$ cat src/rtl/bpl_pkg.sv
package bpl_pkg;
    typedef enum logic [1:0] {
        ST_LOAD    = 2'd0,
        ST_PROCESS = 2'd1,
        ST_UNLOAD  = 2'd2
    } bpl_state_t;
endpackage

$ cat src/rtl/bpl_cell.sv
// One serial processing cell: a shift register, entered at the LSB and read at the MSB.
module bpl_cell #(
    parameter int PIX_W = 8
) (
    input  logic clk,
    input  logic rst,
    input  logic shift,
    input  logic din,
    output logic dout
);
    logic [PIX_W-1:0] sr_q;

    always_ff @(posedge clk) begin
        if (rst) begin
            sr_q <= '0;
        end else if (shift) begin
            sr_q <= {sr_q[PIX_W-2:0], din};
        end
    end

    assign dout = sr_q[PIX_W-1];
endmodule

$ cat src/rtl/bpl_ctrl.sv
// Sequencer: LOAD -> PROCESS -> UNLOAD -> LOAD.
module bpl_ctrl
    import bpl_pkg::*;
#(
    parameter int PIX_W       = 8,
    parameter int PROC_CYCLES = 0
) (
    input  logic clk,
    input  logic rst,
    input  logic in_valid,
    input  logic out_ready,
    output logic in_ready,
    output logic out_valid,
    output logic load_done,
    output logic cell_shift,
    output logic load_sel
);
    localparam int BW      = (PIX_W > 1) ? $clog2(PIX_W) : 1;
    localparam int PCW     = (PROC_CYCLES > 1) ? $clog2(PROC_CYCLES) : 1;
    localparam int PC_LAST = (PROC_CYCLES > 0) ? PROC_CYCLES - 1 : 0;

    bpl_state_t state_q, state_d;
    logic [BW-1:0]  beat_q;
    logic [PCW-1:0] proc_q;
    logic           done_q;
    logic           in_fire, out_fire, last_beat, proc_end;

    assign in_fire   = in_valid && (state_q == ST_LOAD);
    assign out_fire  = out_ready && (state_q == ST_UNLOAD);
    assign last_beat = (beat_q == BW'(PIX_W - 1));
    assign proc_end  = (proc_q == PCW'(PC_LAST));

    // Next-state logic
    always_comb begin
        state_d = state_q;
        unique case (state_q)
            ST_LOAD: begin
                if (in_fire && last_beat) begin
                    state_d = (PROC_CYCLES == 0) ? ST_UNLOAD : ST_PROCESS;
                end
            end
            ST_PROCESS: begin
                if (proc_end) state_d = ST_UNLOAD;
            end
            ST_UNLOAD: begin
                if (out_fire && last_beat) state_d = ST_LOAD;
            end
            default: state_d = ST_LOAD;
        endcase
    end

    // State register
    always_ff @(posedge clk) begin
        if (rst) state_q <= ST_LOAD;
        else     state_q <= state_d;
    end

    // Beat, window and done-pulse registers
    always_ff @(posedge clk) begin
        if (rst) begin
            beat_q <= '0;
            proc_q <= '0;
            done_q <= 1'b0;
        end else begin
            done_q <= in_fire && last_beat;
            if (in_fire || out_fire) begin
                beat_q <= last_beat ? '0 : beat_q + 1'b1;
            end
            if (state_q == ST_PROCESS) proc_q <= proc_q + 1'b1;
            else                       proc_q <= '0;
        end
    end

    // Outputs
    always_comb begin
        in_ready   = 1'b0;
        out_valid  = 1'b0;
        cell_shift = 1'b0;
        load_sel   = 1'b0;
        unique case (state_q)
            ST_LOAD: begin
                in_ready   = 1'b1;
                load_sel   = 1'b1;
                cell_shift = in_fire;
            end
            ST_PROCESS: begin
                cell_shift = 1'b0;
            end
            ST_UNLOAD: begin
                out_valid  = 1'b1;
                cell_shift = out_fire;
            end
            default: begin
                in_ready = 1'b0;
            end
        endcase
    end

    assign load_done = done_q;
endmodule

$ cat src/rtl/bitplane_loader.sv
module bitplane_loader #(
    parameter int LANES       = 128,
    parameter int PIX_W       = 8,
    parameter int PROC_CYCLES = 0
) (
    input  logic             clk,
    input  logic             rst,
    input  logic             in_valid,
    output logic             in_ready,
    input  logic [LANES-1:0] in_data,
    output logic             load_done,
    output logic             out_valid,
    input  logic             out_ready,
    output logic [LANES-1:0] out_data
);
    logic cell_shift, load_sel;

    bpl_ctrl #(.PIX_W(PIX_W), .PROC_CYCLES(PROC_CYCLES)) ctrl_i (
        .clk(clk), .rst(rst), .in_valid(in_valid), .out_ready(out_ready),
        .in_ready(in_ready), .out_valid(out_valid), .load_done(load_done),
        .cell_shift(cell_shift), .load_sel(load_sel)
    );

    for (genvar g = 0; g < LANES; g++) begin : g_lane
        logic lane_in;
        assign lane_in = load_sel & in_data[g];
        bpl_cell #(.PIX_W(PIX_W)) cell_i (
            .clk(clk), .rst(rst), .shift(cell_shift),
            .din(lane_in), .dout(out_data[g])
        );
    end
endmodule

$ cat config.mk
export PLATFORM = sky130hd
export DESIGN_NAME = bitplane_loader
export DESIGN_NICKNAME = d
export VERILOG_FILES = /design/src/rtl/bpl_pkg.sv /design/src/rtl/bpl_cell.sv /design/src/rtl/bpl_ctrl.sv /design/src/rtl/bitplane_loader.sv
export SDC_FILE = /design/constraint.sdc
export NUM_CORES = 2
export LEC_CHECK = 0
export BUFFER_PORTS_ARGS = -buffer_cell sky130_fd_sc_hd__buf_2
export CAP_MARGIN = 20
export CORE_MARGIN = 4
export CORE_UTILIZATION = 25
export DETAILED_ROUTE_END_ITERATION = 10
export GPL_TIMING_DRIVEN = 1
export SYNTH_ARGS = -nofsm -noshare
export SYNTH_HDL_FRONTEND = slang
export SYNTH_SLANG_ARGS = --single-unit
$ cat constraint.sdc
create_clock -name clk -period 2.3 [get_ports clk]
set_clock_uncertainty 0.1 [all_clocks]
set_input_delay 0.345 -clock clk [delete_from_list [all_inputs] [get_ports clk]]
set_output_delay 0.345 -clock clk [all_outputs]
set_load 0.02 [all_outputs]
==> results.cfg <==
[clock_tree]
cts.sinks = 1029
clockRootBuffer = clkbuf_16
htreeDepth = 3
path_clk_slew_ns = 0.06
insertion_delay_ns = 0.72
cts_buffer_depth = 3
numCtsBuffers = 108
cts_setup_buffers = 0
cts_tree = yes

[power]
max-vdd-ir-drop_v = 0.000642
power_switching_mw = 8.62
p_clk_frac = 0.471
p_leak_nw = 14.9
powerDensity_nw_per_um2 = 875
switching_share = 0.229
power_frac_seq = 0.484
p_int_mw = 29.1
finalPower_mw = 37.7
combPwrFrac = 0.045

[cells_and_area]
final_nets = 4595
num-fill-cells = 14900
area_growth_pct = 21.0
drive_gt1_frac = 0.117
final_util = 0.304
seqCellArea_um2 = 20600
multiInputGateArea_um2 = 12500
final_cells = 6442
stdcell_area_um2 = 43100

[detailed_routing]
postRouteWirelength_um = 80400
drtIter0Drc = 1629
wl_per_cell_um = 12.5
via_per_inst = 4.26
drt_pass1_iterations = 5
vias = 27500
drc = 0
antenna_left = 0

[sta]
setup-tns-final_ns = 0
worst_slack_ns = 0.292
hold_ws_ns = 0.126
final.min_clock_period_ns = 2.01
rsz0062_at_grt = false
hold_viol = 0
min_period_over_period = 0.873
finalSetupViolCount = 0
worstMarginPinSlew_ns = 0.716
slew_violations = 0
max_freq_mhz = 498
slew_headroom = 0.523

[global_route]
grt_usage = 0.105
grt_max_degree = 154
overflow = 0
antenna_found_initial = 1
grt_pass1_wl_um = 130000
grt_pass1_vias = 25300

[placement]
gp_congestion = 0.736
dpl_worst_slack_ns = 0.165
dpl_cell_area_um2 = 38000
dp_cells = 6110
hpwlAfterDp_um = 47800
port_buffers = 262

[logic_synthesis]
ys_ff_latch = 1029
synth_cells = 4326
synth_area_leaders = dfxtp_1 58%, nand2_1 19%, a21oi_1 13%, a22o_1 3.1%, buf_4 2.9%
synth-edff-count = 0
syn-num-nets = 4460
async_flop_share = 0
synth_area_leader_cell = dfxtp_1
synth_flop_cell = dfxtp_1
yosysTopAreaCellShare = 0.579
synth_area_um2 = 35600
synth-warning-count = 0
yosysSeqAreaShare = 0.579
synth.distinct_cells = 20
syn_area_per_cell_um2 = 8.23

[die]
rows = 138
io_pins = 263
fp.dieArea_um2 = 148000
start_util = 0.252
die_h_um = 385
core_um2 = 141000
die_w_um = 385

[worst_setup_path]
r2r_cells = 5
regToRegStartpoint = ctrl_i.state_q[1]
r2r_end = g_lane[39].cell_i.sr_q[4]
path_cells = mux2i_4 -> buf_12 -> buf_12 -> nand2_1 -> a21oi_1
critPathArrivalTime_ns = 2.53
cp-start-kind = flop
slowest_delay_ns = 0.46
endpoint_kind = flop
cpMaxStageDelayCell = dfxtp_2
cpMostUsedCell = buf_12
worstSetupPathType = flop to flop
required_ns = 2.83
regToRegSetupSlack_ns = 0.29
crit_fanout = 61

[hold_path]
holdPathStages = 4
holdCritPathClass = primary input to flop
whs_endpoint = g_lane[19].cell_i.sr_q[0]
min_from = in_valid

[status]
outcome = finished, final reports clean

[run]
maxCapViolCount = 0
==> layer usage <==
layer,up-vias,track usage,share of wire
li1,14200,-,-
met1,12700,0.147,0.50
met2,428,0.159,0.43
met3,121,0.0255,0.049
met4,0,0.0315,0.023
met5,-,0,0
==> worst max-delay path: cells and delay by family, from the launching register on <==
kind	cells	cell delay, ns
mux	1	0.43
flops	1	0.46
buf+inv	2	0.60
compound gates	1	0.15
simple gates	1	0.08
==> how the worst max path moves through the flow <==
| stage | slack, ns | startpoint | to | depth (start not counted) |
|---|---|---|---|---|
| after CTS | 0.11 | ctrl_i.state_q[1] | in_ready | 2 |
| after floorplan | 0.43 | ctrl_i.state_q[1] | g_lane[35].cell_i.sr_q[1] | 8 |
| after global routing | 0.16 | ctrl_i.state_q[1] | g_lane[49].cell_i.sr_q[5] | 5 |
| after global placement | 0.25 | ctrl_i.state_q[1] | g_lane[13].cell_i.sr_q[1] | 5 |
| after detailed placement | 0.16 | ctrl_i.state_q[1] | g_lane[73].cell_i.sr_q[6] | 5 |
| final | 0.29 | ctrl_i.state_q[1] | g_lane[39].cell_i.sr_q[4] | 5 |
==> timing repair <==
item / 4_1_cts / 5_1_grt
hold endpoints to repair: 164 / 0
gates resized for setup: 0 / 1
hold buffers: 131 / 0
setup endpoints to repair: 0 / 6
==> synth_stat cells, types with 2 or more instances <==
master,instances
dfxtp_1,1029
nand2_1,1798
buf_2,172
buf_1,9
a21oi_1,902
buf_4,136
buf_6,5
mux2_2,2
ha_1,2
clkbuf_1,134
a22o_1,126
nand3b_1,3
==> sequential cells by signal, summed over array words and instances (netlist names) <==
name / count
ctrl_i.state_q: 1
ctrl_i.beat_q: 3
ctrl_i.load_done: 1
g_lane.cell_i.sr_q: 1024
==> layout by cell type (no fill, tap or decap), drive strengths merged <==
master and instances:
mux2 3, or3 1, a22o 126, nor3b 1, nand2 1798, inv 9
clkbuf 160, dfxtp 1029, a21oi 902, and2 1, bufinv 6, buf 350
nor2 1, a311oi 1, clkinvlp 3, mux2i 1, clkinv 23, dlygate4sd3 131
ha 2, nand3b 3, diode 1
==> power by group through the flow <==
stage	logic, mW	registers [mW]	clock network (mW)
finish	1.68	18.2	17.7
global route	1.86	18.3	19.1
CTS	1.70	18.2	18.4
detailed placement	1.53	18.6	0
global placement	1.52	18.6	0
floorplan	0.991	18.6	0
==> final cells by class <==
cell class | count | area share
inverters | 1 | 0.0000872
clock inverters | 40 | 0.0117
diodes | 1 | 0.0000581
flip-flops and latches | 1029 | 0.479
clock buffers | 160 | 0.0741
well taps | 1890 | 0.0549
repair buffers | 481 | 0.0896
multi-input cells | 2840 | 0.291
==> kinds of logic after synthesis <==
| family | after synthesis | share of synthesized area |
|---|---|---|
| multiplexers | 4 | 0.00158 |
| AO/OA/AOI/OAI | 1029 | 0.158 |
| buffers and inverters | 457 | 0.0696 |
| adder cells (fa/ha/maj) | 2 | 0.000703 |
| AND/OR/NAND/NOR | 1805 | 0.191 |
| flip-flops | 1029 | 0.579 |
Power figures use the tool's default switching activity.
